==> config.mk <==
export PLATFORM = sky130hd
export DESIGN_NAME = msi_src_decoder
export DESIGN_NICKNAME = d
export VERILOG_FILES = /design/src/rtl/msi_dec_pkg.sv /design/src/rtl/msi_dec_ctrl.sv /design/src/rtl/msi_dec_dpath.sv /design/src/rtl/msi_src_decoder.sv
export SDC_FILE = /design/constraint.sdc
export NUM_CORES = 1
export LEC_CHECK = 0
export ABC_AREA = 1
export BUFFER_PORTS_ARGS = -buffer_cell sky130_fd_sc_hd__buf_2
export CORE_AREA = 2 2 120 122
export CTS_CLUSTER_SIZE = 16
export DETAILED_ROUTE_END_ITERATION = 16
export DIE_AREA = 0 0 122 124
export SYNTH_ARGS = -nofsm -noshare
export SYNTH_HDL_FRONTEND = slang
export SYNTH_SLANG_ARGS = --single-unit
==> constraint.sdc <==
create_clock -name clk -period 3.05 [get_ports clk]
set_clock_uncertainty 0.15 [all_clocks]
set_input_delay 0.7625 -clock clk [delete_from_list [all_inputs] [get_ports clk]]
set_output_delay 0.7625 -clock clk [all_outputs]
set_load 0.02 [all_outputs]
==> src/rtl/msi_dec_pkg.sv <==
package msi_dec_pkg;
  typedef enum logic {ST_IDLE, ST_WAIT} decState_t;

  typedef struct packed {
    logic capture;
    logic fire;
    logic fromReg;
    logic reject;
    logic issueRead;
    logic clearLock;
  } ctlStrobe_t;
endpackage

==> src/rtl/msi_dec_ctrl.sv <==
module msi_dec_ctrl
  import msi_dec_pkg::*;
(
  input  logic       clk,
  input  logic       rstN,
  input  logic       msiValid,
  input  logic       msiPeValid,
  input  logic       ffiValid,
  input  logic       entRspValid,
  input  logic       entRspOk,
  input  logic       inRange,
  input  logic       peMatch,
  output logic       ready,
  output ctlStrobe_t strobe
);
  decState_t state, nextState;

  always_comb begin
    strobe    = '0;
    nextState = state;
    unique case (state)
      ST_IDLE: begin
        if (ffiValid || msiValid) begin
          strobe.capture   = 1'b1;
          strobe.clearLock = ffiValid;
          if (!inRange) begin
            strobe.reject = 1'b1;
          end else if (!ffiValid && msiPeValid) begin
            strobe.issueRead = 1'b1;
            nextState        = ST_WAIT;
          end else begin
            strobe.fire = 1'b1;
          end
        end
      end
      ST_WAIT: begin
        strobe.fromReg = 1'b1;
        if (entRspValid) begin
          nextState = ST_IDLE;
          if (entRspOk && peMatch) strobe.fire = 1'b1;
          else if (entRspOk)       strobe.reject = 1'b1;
        end
      end
      default: nextState = ST_IDLE;
    endcase
  end

  always_ff @(posedge clk) begin
    if (!rstN) state <= ST_IDLE;
    else       state <= nextState;
  end

  assign ready = (state == ST_IDLE);
endmodule

==> src/rtl/msi_dec_dpath.sv <==
module msi_dec_dpath
  import msi_dec_pkg::*;
#(
  parameter int ADDR_W  = 64,
  parameter int DATA_W  = 16,
  parameter int PE_W    = 8,
  parameter int BASE_W  = 32,
  parameter int CFG_W   = 32,
  parameter int MAX_SRC = 2048,
  localparam int SRC_W  = $clog2(MAX_SRC),
  localparam int CNT_W  = $clog2(MAX_SRC + 1)
) (
  input  logic              clk,
  input  logic              rstN,
  input  ctlStrobe_t        strobe,
  input  logic              ffiValid,
  input  logic [ADDR_W-1:0] msiAddr,
  input  logic [DATA_W-1:0] msiData,
  input  logic [PE_W-1:0]   msiPe,
  input  logic [ADDR_W-1:0] ffiValue,
  input  logic              lockAcquire,
  input  logic              cfgValid,
  input  logic [BASE_W-1:0] cfgBase,
  input  logic [CFG_W-1:0]  cfgCount,
  input  logic [PE_W-1:0]   entRspPe,
  output logic              inRange,
  output logic              peMatch,
  output logic              entReq,
  output logic [SRC_W-1:0]  entSrc,
  output logic              trigValid,
  output logic [SRC_W-1:0]  trigSrc,
  output logic              rejErr,
  output logic              ffiLock,
  output logic [BASE_W-1:0] baseOut,
  output logic [CNT_W-1:0]  countOut
);
  localparam int FIELD_W = 16;
  localparam int FIELD_LSB = 4;
  localparam int LOW_W = 5;

  logic [ADDR_W-1:0]  addrSel;
  logic [DATA_W-1:0]  dataSel;
  logic [FIELD_W-1:0] srcComb;
  logic [SRC_W-1:0]   srcReg;
  logic [PE_W-1:0]    peReg;
  logic [CNT_W-1:0]   countClamp;

  always_comb begin
    addrSel = ffiValid ? ffiValue : msiAddr;
    dataSel = ffiValid ? '0 : msiData;
    srcComb = addrSel[FIELD_LSB +: FIELD_W] | {{(FIELD_W-LOW_W){1'b0}}, dataSel[LOW_W-1:0]};
    inRange = 32'(srcComb) < 32'(countOut);
    peMatch = (entRspPe == peReg);
    countClamp = (cfgCount > CFG_W'(MAX_SRC)) ? CNT_W'(MAX_SRC) : cfgCount[CNT_W-1:0];
  end

  always_ff @(posedge clk) begin
    if (!rstN) begin
      trigValid <= 1'b0;
      rejErr    <= 1'b0;
      entReq    <= 1'b0;
      trigSrc   <= '0;
      srcReg    <= '0;
      peReg     <= '0;
      ffiLock   <= 1'b0;
      baseOut   <= '0;
      countOut  <= '0;
    end else begin
      trigValid <= strobe.fire;
      rejErr    <= strobe.reject;
      entReq    <= strobe.issueRead;
      if (strobe.fire) trigSrc <= strobe.fromReg ? srcReg : srcComb[SRC_W-1:0];
      if (strobe.capture) begin
        srcReg <= srcComb[SRC_W-1:0];
        peReg  <= msiPe;
      end
      if (strobe.clearLock) ffiLock <= 1'b0;
      else if (lockAcquire) ffiLock <= 1'b1;
      if (cfgValid) begin
        baseOut  <= cfgBase;
        countOut <= countClamp;
      end
    end
  end

  assign entSrc = srcReg;
endmodule

==> src/rtl/msi_src_decoder.sv <==
module msi_src_decoder
  import msi_dec_pkg::*;
#(
  parameter int ADDR_W  = 64,
  parameter int DATA_W  = 16,
  parameter int PE_W    = 8,
  parameter int BASE_W  = 32,
  parameter int CFG_W   = 32,
  parameter int MAX_SRC = 2048,
  localparam int SRC_W  = $clog2(MAX_SRC),
  localparam int CNT_W  = $clog2(MAX_SRC + 1)
) (
  input  logic              clk,
  input  logic              rstN,
  input  logic              msiValid,
  input  logic [ADDR_W-1:0] msiAddr,
  input  logic [DATA_W-1:0] msiData,
  input  logic              msiPeValid,
  input  logic [PE_W-1:0]   msiPe,
  input  logic              ffiValid,
  input  logic [ADDR_W-1:0] ffiValue,
  input  logic              lockAcquire,
  input  logic              cfgValid,
  input  logic [BASE_W-1:0] cfgBase,
  input  logic [CFG_W-1:0]  cfgCount,
  input  logic              entRspValid,
  input  logic              entRspOk,
  input  logic [PE_W-1:0]   entRspPe,
  output logic              ready,
  output logic              entReq,
  output logic [SRC_W-1:0]  entSrc,
  output logic              trigValid,
  output logic [SRC_W-1:0]  trigSrc,
  output logic              rejErr,
  output logic              ffiLock,
  output logic [BASE_W-1:0] baseOut,
  output logic [CNT_W-1:0]  countOut
);
  ctlStrobe_t strobe;
  logic inRange, peMatch;

  msi_dec_ctrl u_ctrl (
    .clk(clk), .rstN(rstN), .msiValid(msiValid), .msiPeValid(msiPeValid),
    .ffiValid(ffiValid), .entRspValid(entRspValid), .entRspOk(entRspOk),
    .inRange(inRange), .peMatch(peMatch), .ready(ready), .strobe(strobe)
  );

  msi_dec_dpath #(
    .ADDR_W(ADDR_W), .DATA_W(DATA_W), .PE_W(PE_W), .BASE_W(BASE_W),
    .CFG_W(CFG_W), .MAX_SRC(MAX_SRC)
  ) u_dpath (
    .clk(clk), .rstN(rstN), .strobe(strobe), .ffiValid(ffiValid),
    .msiAddr(msiAddr), .msiData(msiData), .msiPe(msiPe), .ffiValue(ffiValue),
    .lockAcquire(lockAcquire), .cfgValid(cfgValid), .cfgBase(cfgBase),
    .cfgCount(cfgCount), .entRspPe(entRspPe), .inRange(inRange),
    .peMatch(peMatch), .entReq(entReq), .entSrc(entSrc), .trigValid(trigValid),
    .trigSrc(trigSrc), .rejErr(rejErr), .ffiLock(ffiLock), .baseOut(baseOut),
    .countOut(countOut)
  );
endmodule

==> results.txt, run 1 <==
----------------------------------------------------
[Status]
  Run status ... completed

[Synthesis]
  Synthesized instance count ... 511
  Count of flip-flops with a built-in enable after synthesis ... 0
  Warnings from Yosys ... 0
  Leading post-synthesis cells by instance count ... sky130_fd_sc_hd__nor2_1 (119), sky130_fd_sc_hd__dfxtp_1 (79), sky130_fd_sc_hd__nand2_1 (68)
  Share of flip-flops with an asynchronous set or reset ... 0%
  Library cell occupying the most area in the post-synthesis netlist ... sky130_fd_sc_hd__dfxtp_1
  Flops & latches, synth ... 79
  Primary flip-flop cell chosen by synthesis mapping ... sky130_fd_sc_hd__dfxtp_1
  Number of unique standard cell types used by synthesis ... 31
  Synth area leaders ... sky130_fd_sc_hd__dfxtp_1 (43%), sky130_fd_sc_hd__nor2_1 (12%), sky130_fd_sc_hd__o21ai_0 (8.7%)
  Most instantiated library cell after synthesis ... sky130_fd_sc_hd__nor2_1
  Area share of the largest cell type after synthesis ... 42.9%
  Number of nets in the synthesized netlist ... 755
  Mean post-synth cell area ... 7.21 sq um
  Post-Syn Area ... 3680 sq um
  Seq/Total Area, Yosys ... 42.9%

[CTS]
  Number of clock sinks ... 79
  Post-CTS repair timing setup buffer count ... 0
  H-tree level count ... 3
  Largest buffer count on any clock path ... 2
  Total clock buffers created by CTS ... 9
  Insertion delay of the later-clocked pin in the worst-skew pair ... 340 ps
  CTS hold repair buffers ... 0
  Worst-path clk slew ... 60 ps
  CTS resizes ... 0
  Library cell used as clock root buffer ... sky130_fd_sc_hd__clkbuf_16
  CTS tree ... built

[Timing]
  Transition time of the tightest slew-check pin ... 380 ps
  Time the worst path needs with I/O delays and setup ... 2680 ps
  PnR worst setup slack ... 372 ps
  F_max ... 0.373 GHz
  Total negative setup slack ... 0 ps
  RSZ-0062 raised after global routing ... no
  Tightest slew margin relative to the limit ... 74.7%
  Final setup violating endpoints ... 0
  Period Utilization, post-route ... 87.8%
  Max-slew violation count ... 0
  Hold Vio Cnt, Final ... 0

[Drt]
  Remaining routing DRC violations ... 0
  Mean routed wirelength per cell ... 12.7 um
  Residual antenna-violating net count after detailed routing ... 0
  Routed via count ... 3,882
  Via-per-instance ratio ... 4.40
  Total Routed Length ... 11,300 um
  Number of violations reported at the end of detailed-routing iteration 0 ... 227
  Router iterations before antenna repair ... 4

[Place]
  Pre-CTS setup slack ... 9.76 ps
  Final RePlAce weighted congestion ... 0.765
  Placed cell count ... 867
  Quantity of I/O buffers inserted on ports ... 196
  Placed wire-length estimate ... 8510 um

[Setup path]
  Type of element launching the critical path ... primary input
  Biggest fanout along the worst timing path ... 23
  Cell chain of the critical path ... buf_2 > inv_2 > nand2_1 > nand2_1 > ha_1 > a21oi_1 > nor2_1 > nor2_1 > nor2_1 > nor3b_4 > nand3_4 > a21oi_1 > nor2_1
  Reg2Reg Launch Point ... u_dpath.countOut[9]
  Worst Path Class, Setup ... in -> reg
  Slowest stage cell on the critical path ... sky130_fd_sc_hd__nand3_4
  Biggest cell delay along the critical path ... 310 ps
  Worst R2R Path Depth ... 10
  Nature of the critical path endpoint ... flip-flop
  Worst path required time ... 3130 ps
  Crit Reg-Reg Endpoint ... u_dpath.trigSrc[6]
  Crit path arrival time ... 2760 ps
  Cell seen most often among critical-path stages ... sky130_fd_sc_hd__nor2_1
  R2R setup slack ... 900 ps

[Floorplan]
  Horiz. Die Dim ... 122 um
  Area enclosed by the die boundary ... 15,100 sq um
  Placeable core region ... 13,700 sq um
  Standard-cell rows ... 43
  Number of placed I/O pins ... 304
  Starting Density ... 26.8%
  Die Ht ... 124 um

[GRT]
  First-pass GRT wire length ... 17,200 um
  Number of antenna violations at the first check in global routing ... 0
  Vias in the first global route ... 3,458
  Congestion Overflow GR ... 0
  Pin count of the biggest net entering global routing ... 58
  Tot GR Track Use ... 14.8%

[Hold path]
  Capture endpoint of the worst hold path ... u_dpath.entSrc[1]
  Number of cells traversed by the worst hold path ... 2
  Origin of the worst min-delay path ... u_dpath.entSrc[1]
  Hold/Removal Path Class ... reg -> reg

[Power]
  Power density relative to cell area ... 518 nW/um^2
  Pleak ... 2.61 nW
  Peak supply drop ... 278 uV

[Final layout]
  Utilization after layout ... 37.5%
  Fraction of final layout cells sized beyond drive strength 1 ... 34.0%
  Area grow syn2layout ... 39.8%
  Antenna fix cells ... 0
  Final Non-Filler Cells ... 883
  Fillers ... 1,477
  Layout net count ... 942

[Run]
  Total of max-cap violations ... 0

----------------------------------------------------
-- metrics by stage --
step | instance area (sq um) | hold slack, ps | power (mW)
global placement | 4840 | 311 | 1.59
finish | 5150 | 329 | 2.67
detailed placement | 4840 | 313 | 1.59
floorplan | 3680 | 343 | 1.40
CTS | 5150 | 326 | 2.72
global route | 5150 | 356 | 2.83
-- layer usage --
| metal | vias to the layer above | wire, um | GRT usage [%] |
|---|---|---|---|
| li1 | 2049 | - | - |
| met1 | 1681 | 5330 | 19.2 |
| met2 | 142 | 4860 | 23.0 |
| met3 | 10 | 955 | 5.31 |
| met4 | 0 | 104 | 4.24 |
| met5 | - | 0 | 0 |
-- cells by family after synthesis --
kind of cell    after synthesis  share of synthesized area (%)
flops                        79                           42.9
simple gates                225                           26.8
buf+inv                      71                           7.81
compound gates              119                           17.3
fa+ha+maj                    11                           3.74
xor+xnor                      6                           1.43
-- layout make-up --
| class | instances | area, sq um | share of cell area (%) |
|---|---|---|---|
| Clock buffer | 10 | 239 | 4.64 |
| Clock inverter | 6 | 67.6 | 1.31 |
| Inverter | 41 | 154 | 2.99 |
| Multi-Input combinational cell | 361 | 1810 | 35.2 |
| Sequential cell | 79 | 1580 | 30.7 |
| Tap cell | 180 | 225 | 4.37 |
| Timing Repair Buffer | 206 | 1070 | 20.7 |
-- sequential cells by signal, summed over array words and instances, names as in the netlist --
| signal | cells |
|---|---|
| u_ctrl.state | 1 |
| u_dpath.trigSrc | 11 |
| u_dpath.trigValid | 1 |
| u_dpath.baseOut | 32 |
| u_dpath.entSrc | 11 |
| u_dpath.rejErr | 1 |
| u_dpath.peReg | 8 |
| u_dpath.entReq | 1 |
| u_dpath.countOut | 12 |
| u_dpath.ffiLock | 1 |
-- worst max-delay path by stage --
stage,from,cells past startpoint,endpoint
finish,ffiValid,13,u_dpath.trigSrc[6]
global route,ffiValid,13,u_dpath.trigSrc[7]
CTS,ffiValid,13,u_dpath.trigSrc[10]
detailed placement,ffiValid,13,u_dpath.trigSrc[10]
global placement,ffiValid,13,u_dpath.trigSrc[4]
floorplan,ffiValid,14,u_dpath.trigSrc[0]
-- power breakdown --
group | total [mW] | switching [mW] | internal [mW]
Combinational | 0.438 | 0.261 | 0.176
Clock | 1.10 | 0.444 | 0.660
Sequential | 1.13 | 0.0333 | 1.09
-- cells in the final DEF, fill, tap and decap left out, drive strengths merged, types with 2 or more instances in the layout --
cell type	netlist	layout
nand4	4	4
clkinvlp	0	2
nand2	70	70
ha	11	11
nor4	8	8
nor3	5	5
a21oi	33	33
a211oi	6	6
xnor2	6	6
inv	40	42
nand3	16	16
a31oi	12	12
clkinv	1	2
dfxtp	79	79
clkbuf	22	10
nor2	120	120
o21ai	65	65
buf	8	206
-- critical path, delay by kind of cell --
| family | cells | cell delay [ps] |
|---|---|---|
| fa+ha+maj | 1 | 250 |
| compound gates | 2 | 370 |
| buf+inv | 2 | 300 |
| simple gates | 8 | 1070 |
Note: power is estimated with default switching activity, not from simulation.
==> inputs of run 2 (changes only) <==
- ABC_AREA: 1 -> not set
- CORE_AREA: 2 2 120 122 -> 2 2 117 119
- DIE_AREA: 0 0 122 124 -> 0 0 119 121
- SYNTH_HIERARCHICAL: not set -> 1
==> results.txt, run 2 <==
----------------------------------------------------
[Drt]
  Total Routed Length ... 10,700 um (was 11,300 um)
  Residual antenna-violating net count after detailed routing ... 0 (unchanged)
  Remaining routing DRC violations ... 0 (unchanged)
  Router iterations before antenna repair ... 4 (unchanged)
  Via-per-instance ratio ... 4.43 (was 4.40)
  Routed via count ... 3,477 (was 3,882)
  Number of violations reported at the end of detailed-routing iteration 0 ... 114 (was 227)
  Mean routed wirelength per cell ... 13.6 um (was 12.7 um)

[CTS]
  Worst-path clk slew ... 50 ps (was 60 ps)
  Total clock buffers created by CTS ... 9 (unchanged)
  CTS tree ... built (unchanged)
  Library cell used as clock root buffer ... sky130_fd_sc_hd__clkbuf_16 (unchanged)
  Largest buffer count on any clock path ... 2 (unchanged)
  H-tree level count ... 3 (unchanged)
  Number of clock sinks ... 79 (unchanged)
  Insertion delay of the later-clocked pin in the worst-skew pair ... 340 ps (about the same)

[Timing]
  Period Utilization, post-route ... 96.9% (was 87.8%)
  Hold Vio Cnt, Final ... 0 (unchanged)
  Transition time of the tightest slew-check pin ... 608 ps (was 380 ps)
  Final setup violating endpoints ... 0 (unchanged)
  F_max ... 0.338 GHz (was 0.373 GHz)
  Max-slew violation count ... 0 (unchanged)
  PnR worst setup slack ... 93.4 ps (was 372 ps)
  Tightest slew margin relative to the limit ... 59.4% (was 74.7%)
  Hold slack final ... 321 ps (was 329 ps)
  Time the worst path needs with I/O delays and setup ... 2960 ps (was 2680 ps)
  Total negative setup slack ... 0 ps (unchanged)

[Final layout]
  Fraction of final layout cells sized beyond drive strength 1 ... 42.9% (was 34.0%)
  Largest registers ranked by flip-flop count ... u_dpath/baseOut x32, u_dpath/countOut x12 (was u_dpath.baseOut x32, u_dpath.countOut x12)
  Layout net count ... 847 (was 942)
  Area grow syn2layout ... 45.7% (was 39.8%)
  Utilization after layout ... 41.5% (was 37.5%)
  Flip-flop count of the largest register, all copies and words added ... 32 (unchanged)
  Most flops, register ... u_dpath/baseOut (was u_dpath.baseOut)
  Highest-count cells in the layout ignoring fill and taps ... sky130_fd_sc_hd__buf_2 (195), sky130_fd_sc_hd__dfxtp_1 (79), sky130_fd_sc_hd__mux2i_1 (60), sky130_fd_sc_hd__nor2b_1 (52), sky130_fd_sc_hd__nand2_1 (39) (was sky130_fd_sc_hd__buf_2 (196), sky130_fd_sc_hd__nor2_1 (119), sky130_fd_sc_hd__dfxtp_1 (79), sky130_fd_sc_hd__nand2_1 (68), sky130_fd_sc_hd__o21ai_0 (64))
  Fillers ... 1,300 (was 1,477)
  Most common library cell in the layout ignoring fill and taps ... sky130_fd_sc_hd__buf_2 (unchanged)
  Final Non-Filler Cells ... 785 (was 883)

[Place]
  Final RePlAce weighted congestion ... 0.761 (was 0.765)
  Quantity of I/O buffers inserted on ports ... 196 (unchanged)
  Pre-CTS setup slack ... -570 ps (was 9.76 ps)
  Placed cell count ... 766 (was 867)
  Placed wire-length estimate ... 8250 um (was 8510 um)

[Synthesis]
  Most instantiated library cell after synthesis ... sky130_fd_sc_hd__dfxtp_1 (was sky130_fd_sc_hd__nor2_1)
  Library cell occupying the most area in the post-synthesis netlist ... sky130_fd_sc_hd__dfxtp_1 (unchanged)
  Area share of the largest cell type after synthesis ... 42.4% (was 42.9%)
  Mean post-synth cell area ... 9.44 sq um (was 7.21 sq um)
  Primary flip-flop cell chosen by synthesis mapping ... sky130_fd_sc_hd__dfxtp_1 (unchanged)
  Flops & latches, synth ... 79 (unchanged)
  Seq/Total Area, Yosys ... 42.4% (was 42.9%)
  Count of flip-flops with a built-in enable after synthesis ... 0 (unchanged)
  Synthesized instance count ... 395 (was 511)
  Number of unique standard cell types used by synthesis ... 41 (was 31)
  Post-Syn Area ... 3730 sq um (was 3680 sq um)
  Leading post-synthesis cells by instance count ... sky130_fd_sc_hd__dfxtp_1 (79), sky130_fd_sc_hd__mux2i_1 (62), sky130_fd_sc_hd__nor2b_1 (52) (was sky130_fd_sc_hd__nor2_1 (119), sky130_fd_sc_hd__dfxtp_1 (79), sky130_fd_sc_hd__nand2_1 (68))
  Share of flip-flops with an asynchronous set or reset ... 0% (unchanged)
  Warnings from Yosys ... 6 (was 0)
  Number of nets in the synthesized netlist ... 639 (was 755)
  Synth area leaders ... sky130_fd_sc_hd__dfxtp_1 (42%), sky130_fd_sc_hd__mux2i_1 (17%), sky130_fd_sc_hd__nor2b_1 (8.7%) (was sky130_fd_sc_hd__dfxtp_1 (43%), sky130_fd_sc_hd__nor2_1 (12%), sky130_fd_sc_hd__o21ai_0 (8.7%))

[Setup path]
  Crit Reg-Reg Endpoint ... u_dpath/trigSrc[9] (was u_dpath.trigSrc[6])
  Nature of the critical path endpoint ... flip-flop (unchanged)
  Cell chain of the critical path ... buf_12 > buf_4 > o21ai_1 > ha_1 > a211oi_1 > nand2_1 > o21ai_1 > o211a_1 > a32o_2 > buf_12 > mux2i_1 > nor2b_1 (was buf_2 > inv_2 > nand2_1 > nand2_1 > ha_1 > a21oi_1 > nor2_1 > nor2_1 > nor2_1 > nor3b_4 > nand3_4 > a21oi_1 > nor2_1)
  Biggest cell delay along the critical path ... 320 ps (was 310 ps)
  Type of element launching the critical path ... primary input (unchanged)
  Slowest stage cell on the critical path ... sky130_fd_sc_hd__ha_1 (was sky130_fd_sc_hd__nand3_4)
  Worst Path Buf+Inv ... 3 (was 2)
  Biggest fanout along the worst timing path ... 12 (was 23)
  Crit path arrival time ... 3030 ps (was 2760 ps)
  CP top delay family ... compound AO/OA/AOI/OAI gates (was simple AND/OR/NAND/NOR gates)
  Worst Path Class, Setup ... in -> reg (unchanged)
  Worst R2R Path Depth ... 10 (unchanged)
  Reg2Reg Launch Point ... u_dpath/countOut[9] (was u_dpath.countOut[9])
  R2R setup slack ... 560 ps (was 900 ps)
  Worst path required time ... 3120 ps (was 3130 ps)

[Floorplan]
  Number of placed I/O pins ... 304 (unchanged)
  Area enclosed by the die boundary ... 14,400 sq um (was 15,100 sq um)
  Placeable core region ... 13,100 sq um (was 13,700 sq um)
  Horiz. Die Dim ... 119 um (was 122 um)
  Die Ht ... 121 um (was 124 um)
  Starting Density ... 28.5% (was 26.8%)
  Standard-cell rows ... 42 (was 43)

[Hold path]
  Capture endpoint of the worst hold path ... u_dpath/countOut[5] (was u_dpath.entSrc[1])
  Number of cells traversed by the worst hold path ... 2 (unchanged)
  Origin of the worst min-delay path ... u_dpath/countOut[5] (was u_dpath.entSrc[1])
  Hold/Removal Path Class ... reg -> reg (unchanged)

[GRT]
  Tot GR Track Use ... 14.8% (about the same)
  Number of antenna violations at the first check in global routing ... 2 (was 0)
  First-pass GRT wire length ... 16,500 um (was 17,200 um)
  Congestion Overflow GR ... 0 (unchanged)
  Vias in the first global route ... 3,478 (was 3,458)
  Pin count of the biggest net entering global routing ... 51 (was 58)

[Power]
  Pleak ... 2.68 nW (was 2.61 nW)
  Power density relative to cell area ... 497 nW/um^2 (was 518 nW/um^2)
  Peak supply drop ... 232 uV (was 278 uV)

[Run]
  Total of max-cap violations ... 0 (unchanged)

[Status]
  Run status ... completed (unchanged)

----------------------------------------------------
==> run 2: timing repair <==
| action | 4_1_cts | 5_1_grt |
|---|---|---|
| gates resized for setup | 8 | 11 |
| buffers inserted | 1 | 1 |
| endpoints found under the setup margin | 12 | 12 |
| gates cloned | 0 | 0 |
| pin swaps | 1 | 2 |
| hold buffers | 0 | 0 |
==> run 2: cell type report <==
type,count,area [sq um],share of cell area [%]
multi-input combinational,269,2010,37.0
inverter,22,82.6,1.52
tap,176,220,4.05
timing repair buffer,222,1230,22.6
antenna,1,2.50,0.0460
clock inverter,3,40.0,0.737
clock buffer,13,270,4.97
sequential,79,1580,29.1
==> run 2: metal layers <==
metal / global-route usage (%) / part of all wire [%] / vias to the layer above
met5: 0 / 0.15 / -
met4: 6.03 / 1.7 / 2
met3: 7.89 / 11 / 16
met2: 23.7 / 45 / 116
met1: 16.5 / 42 / 1581
li1: - / - / 1762
==> run 2: power breakdown <==
group          switching [mW]  total [mW]  internal, mW  leakage [nW]
Sequential             0.0320        1.12          1.09         0.649
Combinational           0.238       0.469         0.231          1.87
Clock                   0.414        1.11         0.698         0.156
==> run 2: through the flow <==
stage	area [sq um]	power, mW
2_1_floorplan	3790	1.40
3_3_place_gp	5040	1.58
3_5_place_dp	5040	1.60
4_1_cts	5370	2.73
5_1_grt	5440	2.82
6_report	5440	2.70
==> run 2: how the worst max path moves through the flow <==
stage              from                  to  depth (start not counted)
2_1_floorplan  ffiValid  u_dpath/trigSrc[1]                         13
3_3_place_gp   ffiValid  u_dpath/trigSrc[1]                         12
3_5_place_dp   ffiValid  u_dpath/trigSrc[9]                         12
4_1_cts        ffiValid  u_dpath/trigSrc[9]                         13
5_1_grt        ffiValid  u_dpath/trigSrc[9]                         14
6_report       ffiValid  u_dpath/trigSrc[9]                         12
==> run 2: kinds of logic (layout without fill, tap and decap cells) <==
| logic type | Yosys count | count (layout) | share of synthesized area (%) |
|---|---|---|---|
| simple gates | 129 | 129 | 19.0 |
| flops | 79 | 79 | 42.4 |
| mux | 63 | 63 | 16.9 |
| compound gates | 58 | 58 | 10.9 |
| buf+inv | 47 | 260 | 5.20 |
| fa+ha+maj | 11 | 11 | 3.69 |
| xor+xnor | 8 | 8 | 1.88 |
| other cells | 0 | 1 | 0 |
==> run 2: tightest hold or removal path, delay by kind of cell, from the launching register on <==
kind / cells / cell delay, ps
compound gates: 1 / 40
flops: 1 / 320
simple gates: 1 / 70
